==> src/rtl/tdsw_pkg.sv <==
package tdsw_pkg;
  // One slot travelling through the concentrator: presence flag plus bit.
  typedef struct packed {
    logic vld;
    logic dat;
  } slot_t;

  function automatic slot_t slot_merge(slot_t a, slot_t b);
    slot_t r;
    r.vld = a.vld | b.vld;
    r.dat = (a.vld & a.dat) | (b.vld & b.dat);
    return r;
  endfunction
endpackage

==> src/rtl/tdsw_phase.sv <==
module tdsw_phase #(
  parameter int N = 4,
  localparam int PW = $clog2(N)
) (
  input  logic          clk,
  input  logic          rst,
  output logic [PW-1:0] ph,
  output logic          tick
);
  always_ff @(posedge clk) begin
    if (rst) ph <= '0;
    else     ph <= ph + 1'b1;
  end

  // Last fast cycle of a slow period: inputs are sampled here.
  assign tick = (ph == PW'(N - 1));
endmodule

==> src/rtl/tdsw_inctl.sv <==
module tdsw_inctl #(
  parameter int N    = 4,
  parameter int PLEN = 4,
  localparam int AW  = $clog2(N),
  localparam int RW  = $clog2(PLEN + 1)
) (
  input  logic clk,
  input  logic rst,
  input  logic tick,
  input  logic load,
  input  logic ser,
  output logic rel_vld,
  output logic rel_dat
);
  logic [AW-1:0] addr_q;
  logic [AW-1:0] cnt_q;
  logic [RW-1:0] rem_q;
  logic          pend_q;
  logic          hold_q;
  logic [AW:0]   shifted;
  logic          prog;
  logic          carry;

  assign shifted = {addr_q, ser};
  assign prog    = (rem_q == '0);
  assign carry   = (cnt_q == AW'(N - 1));
  assign rel_vld = carry & pend_q;
  assign rel_dat = carry & pend_q & hold_q;

  always_ff @(posedge clk) begin
    if (rst) begin
      addr_q <= '0;
      cnt_q  <= '0;
      rem_q  <= '0;
      pend_q <= 1'b0;
      hold_q <= 1'b0;
    end else begin
      cnt_q <= cnt_q + 1'b1;
      if (rel_vld) pend_q <= 1'b0;
      if (tick) begin
        if (prog) begin
          if (load) begin
            // Preset so the carry lands on phase == address next period.
            cnt_q <= AW'(N - 1) - addr_q;
            rem_q <= RW'(PLEN);
          end else begin
            addr_q <= shifted[AW-1:0];
          end
        end else begin
          hold_q <= ser;
          pend_q <= 1'b1;
          rem_q  <= rem_q - 1'b1;
        end
      end
    end
  end
endmodule

==> src/rtl/tdsw_tree.sv <==
module tdsw_tree #(
  parameter int N = 4,
  localparam int AW = $clog2(N)
) (
  input  logic            clk,
  input  logic            rst,
  input  logic [N-1:0]    leaf_vld,
  input  logic [N-1:0]    leaf_dat,
  output tdsw_pkg::slot_t root
);
  import tdsw_pkg::*;

  for (genvar l = 0; l < AW; l++) begin : g_lv
    localparam int W = N >> (l + 1);
    logic [2*W-1:0] cv;
    logic [2*W-1:0] cd;
    logic [W-1:0]   v_q;
    logic [W-1:0]   d_q;

    if (l == 0) begin : g_src
      assign cv = leaf_vld;
      assign cd = leaf_dat;
    end else begin : g_src
      assign cv = g_lv[l-1].v_q;
      assign cd = g_lv[l-1].d_q;
    end

    always_ff @(posedge clk) begin
      if (rst) begin
        v_q <= '0;
        d_q <= '0;
      end else begin
        for (int k = 0; k < W; k++) begin
          slot_t m;
          m = slot_merge(slot_t'({cv[2*k], cd[2*k]}),
                         slot_t'({cv[2*k+1], cd[2*k+1]}));
          v_q[k] <= m.vld;
          d_q[k] <= m.dat;
        end
      end
    end
  end

  assign root.vld = g_lv[AW-1].v_q[0];
  assign root.dat = g_lv[AW-1].d_q[0];
endmodule

==> src/rtl/tdsw_s2p.sv <==
module tdsw_s2p #(
  parameter int N = 4,
  localparam int AW = $clog2(N)
) (
  input  logic            clk,
  input  logic            rst,
  input  logic [AW-1:0]   ph,
  input  tdsw_pkg::slot_t root,
  output logic [N-1:0]    par
);
  logic [N-2:0] sreg_q;
  logic [N-1:0] nxt;
  logic         flush;

  assign nxt   = {root.vld & root.dat, sreg_q};
  // Flush log2(N) cycles after the slow boundary, when the last slot lands.
  assign flush = (ph == AW'(AW - 1));

  always_ff @(posedge clk) begin
    if (rst) begin
      sreg_q <= '0;
      par    <= '0;
    end else begin
      sreg_q <= nxt[N-1:1];
      if (flush) par <= nxt;
    end
  end
endmodule

==> src/rtl/tdsw_switch.sv <==
module tdsw_switch #(
  parameter int N    = 4,
  parameter int PLEN = 4
) (
  input  logic         clk,
  input  logic         rst,
  input  logic         load_i,
  input  logic [N-1:0] ser_i,
  output logic [N-1:0] par_o
);
  localparam int AW = $clog2(N);

  logic [AW-1:0]   ph;
  logic            tick;
  logic [N-1:0]    leaf_vld;
  logic [N-1:0]    leaf_dat;
  tdsw_pkg::slot_t root;

  tdsw_phase #(.N(N)) u_phase (
    .clk(clk), .rst(rst), .ph(ph), .tick(tick)
  );

  for (genvar i = 0; i < N; i++) begin : g_in
    tdsw_inctl #(.N(N), .PLEN(PLEN)) u_ctl (
      .clk(clk), .rst(rst), .tick(tick), .load(load_i), .ser(ser_i[i]),
      .rel_vld(leaf_vld[i]), .rel_dat(leaf_dat[i])
    );
  end

  tdsw_tree #(.N(N)) u_tree (
    .clk(clk), .rst(rst), .leaf_vld(leaf_vld), .leaf_dat(leaf_dat), .root(root)
  );

  tdsw_s2p #(.N(N)) u_s2p (
    .clk(clk), .rst(rst), .ph(ph), .root(root), .par(par_o)
  );
endmodule

==> config.mk <==
export PLATFORM = sky130hd
export DESIGN_NAME = tdsw_switch
export DESIGN_NICKNAME = d
export VERILOG_FILES = /design/src/rtl/tdsw_pkg.sv /design/src/rtl/tdsw_phase.sv /design/src/rtl/tdsw_inctl.sv /design/src/rtl/tdsw_tree.sv /design/src/rtl/tdsw_s2p.sv /design/src/rtl/tdsw_switch.sv
export SDC_FILE = /design/constraint.sdc
export NUM_CORES = 1
export LEC_CHECK = 0
export CELL_PAD_IN_SITES_DETAIL_PLACEMENT = 0
export CELL_PAD_IN_SITES_GLOBAL_PLACEMENT = 1
export CORE_MARGIN = 4
export CORE_UTILIZATION = 30
export CTS_BUF_LIST = sky130_fd_sc_hd__clkbuf_8
export CTS_CLUSTER_DIAMETER = 120
export CTS_CLUSTER_SIZE = 12
export DETAILED_ROUTE_END_ITERATION = 7
export DONT_BUFFER_PORTS = 1
export PLACE_DENSITY = 0.52
export SLEW_MARGIN = 20
export SYNTH_ARGS = -nofsm -noshare
export SYNTH_HDL_FRONTEND = slang
export SYNTH_HIERARCHICAL = 1
export SYNTH_SLANG_ARGS = --single-unit
==> constraint.sdc <==
create_clock -name clk -period 3.3 [get_ports clk]
set_input_delay 0.99 -clock clk [delete_from_list [all_inputs] [get_ports clk]]
set_output_delay 0.99 -clock clk [all_outputs]
set_load 0.01 [all_outputs]
==> results.json <==
{
  "outcome": "finished clean",
  "min_period_ns": 1.68,
  "tns_ns": 0,
  "clockBufferDepth": 2,
  "rsz0062_at_grt": "false",
  "place_congestion": 0.667,
  "crit_arrival_ns": 0.69,
  "drt-initial-drc-count": 82,
  "setup_violations": 0,
  "ir_drop_mv": 0.136,
  "pin_count": 11,
  "clk_latency_ns": 0.30,
  "synth-seq-cells": 51,
  "drc_errors": 0,
  "layout-drive-gt1-share": 0.129,
  "r2r-end": "g_in[1].u_ctl/cnt_q[0]",
  "root_buffer": "clkbuf_8",
  "drv_slew": 0,
  "critPathKind": "reg -> out",
  "postCtsSetupBuffers": 0,
  "synth_area_um2": 2290,
  "die_w_um": 95.4,
  "finalHoldViolCount": 0,
  "die_area_um2": 9100,
  "first_global_vias": 1484,
  "port_buffers": 0,
  "yosysUniqueCellTypes": 26,
  "r2r_slack_ns": 1.75,
  "placed_cells": 324,
  "dp_hpwl_um": 2600,
  "synth.yosys.warnings": 6,
  "hold_end": "u_s2p/sreg_q[2]",
  "fin_crit_sh": 0.510,
  "syn_inst": 235,
  "wirelength_um": 3950,
  "cp_data_required_time_ns": 2.31,
  "grtUsageTotal": 0.0943,
  "async_reset_ff_frac": 0,
  "reg2regPathDepth": 5,
  "synth-edff-count": 0,
  "wl_per_cell_um": 11.9,
  "gr-total-overflow": 0,
  "antenna_found_initial": 0,
  "yosysTopAreaCellShare": 0.446,
  "dr.pass1.iters": 4,
  "start_kind": "register",
  "worstHoldStart": "u_tree/g_lv[1].d_q",
  "yosysSeqAreaShare": 0.446,
  "maxSlewHeadroom": 0.746,
  "cts_inserted_buffers": 5,
  "htreeDepth": 2,
  "via_per_inst": 4.51,
  "max_freq_mhz": 594,
  "layoutNonFillerInstCount": 332,
  "cts_hold_buf": 0,
  "leakage_nw": 1.00,
  "skew_ns": 0.00983,
  "max_slew.worst_pin.slew_ns": 0.381,
  "start_util": 0.313,
  "die_height_um": 95.4,
  "antenna_cells": 0,
  "cp_max_fo": 2,
  "grt_max_degree": 56,
  "hold_path_class": "reg -> reg",
  "clkTransAtPathRegs_ns": 0.09,
  "cts.sinks": 51,
  "finalNetCount": 252,
  "grt_pass1_wl_um": 6690,
  "synthesis.nets": 255,
  "r2r-start": "u_phase/ph[0]",
  "hold_path_depth": 2,
  "p_per_area_nw_per_um2": 435,
  "cp-end-kind": "output port",
  "core_um2": 7330,
  "ant_nets": 0,
  "area_growth_pct": 6.34,
  "post_cts_resize_count": 0,
  "yosys.area.top_type": "dfxtp_1",
  "avgSynthCellArea_um2": 9.75,
  "vias": 1498,
  "drv_cap": 0,
  "cts_tree": "yes",
  "rows": 31,
  "synthTopCellsByArea": "dfxtp_1 (45%), ha_1 (7.1%), mux2i_1 (6.6%), nor2_1 (5.6%), nand2b_1 (4.4%)",
  "synth_ff_type": "dfxtp_1"
}
[metrics by stage]
stage / utilization / total power, W / hold WS (ns) / cell area [um2] / setup WS [ns]
after detailed placement: 0.321 / 0.000726 / 0.435 / 2350 / 1.56
final: 0.332 / 0.00106 / 0.440 / 2440 / 1.62
after CTS: 0.332 / 0.00109 / 0.450 / 2440 / 1.59
after global routing: 0.332 / 0.00112 / 0.484 / 2440 / 1.56
after floorplan: - / 0.000725 / 0.434 / 2290 / 1.63
after global placement: 0.321 / 0.000726 / 0.435 / 2350 / 1.58
[logic make-up (layout without fill, tap and decap cells)]
group,after synthesis,in the layout,synth area share
muxes,19,19,0.0918
and+or+nand+nor,93,93,0.214
DFF,51,51,0.446
buffers and inverters,23,21,0.0508
adders and majority gates,13,13,0.0710
AOI/OAI and AO/OA,36,36,0.127
[cells in the mapped netlist (5+ instances only)]
| cell type | instances |
|---|---|
| buf_4 | 6 |
| or2_1 | 5 |
| dfxtp_1 | 51 |
| ha_1 | 13 |
| nand2b_1 | 16 |
| nor2_1 | 34 |
| inv_1 | 12 |
| nand2_1 | 14 |
| mux2i_1 | 15 |
| a21oi_1 | 16 |
[registers in the layout (all words and copies together) (netlist names)]
| signal | cells |
|---|---|
| g_in.u_ctl/addr_q | 8 |
| g_in.u_ctl/cnt_q | 8 |
| g_in.u_ctl/hold_q | 4 |
| g_in.u_ctl/pend_q | 4 |
| g_in.u_ctl/rem_q | 12 |
| u_phase/ph | 2 |
| u_s2p/par | 4 |
| u_s2p/sreg_q | 3 |
| u_tree/g_lv.d_q | 3 |
| u_tree/g_lv.v_q | 3 |
[cell type report]
type	count	area, um2
Clock buffer	5	68.8
Clock inverter	3	16.3
Fill cell	777	4890
Inverter	12	45.0
Multi-Input combinational cell	161	1150
Sequential cell	51	1020
Tap cell	99	124
Timing Repair Buffer	1	7.51
[report_power, final]
part	internal, W	leakage (nW)	switching [W]
sequential	0.000631	0.414	0.00000860
clock	0.000146	0.0453	0.000204
combinational	0.0000353	0.541	0.0000357
total	0.000812	1.00	0.000248
[per-layer routing]
metal  global-route usage  routed length, um
met1                0.123               2050
met3               0.0284                131
met5                    0                  0
met4               0.0391                 61
met2                0.145               1700
[worst max-delay path by stage]
stage / startpoint / to / slack (ns) / depth (start not counted)
CTS: u_s2p/par[3] / par_o[3] / 1.59 / 0
finish: u_s2p/par[3] / par_o[3] / 1.62 / 0
detailed placement: load_i / g_in[1].u_ctl/rem_q[1] / 1.56 / 3
global placement: load_i / g_in[1].u_ctl/rem_q[1] / 1.58 / 3
global route: u_s2p/par[1] / par_o[1] / 1.56 / 0
floorplan: load_i / g_in[0].u_ctl/rem_q[1] / 1.63 / 3
[placed cells by master, fill, tap and decap left out]
master,instances
a311o_1,4
nand2_1,14
dfxtp_1,51
mux2_4,4
nand3_2,4
a21oi_1,16
ha_1,13
a21oi_2,1
and3_1,4
o41ai_2,4
inv_1,13
clkbuf_8,5
clkinvlp_4,1
or2_1,5
nand2b_4,1
mux2i_1,15
clkinv_2,1
nor2b_1,3
o21ba_2,4
nor2_1,34
a22oi_1,3
buf_4,1
nor2_2,4
nand2b_1,16
a311oi_1,4
nand3b_1,4
and2_1,4
(Power assumes the default switching activity.)
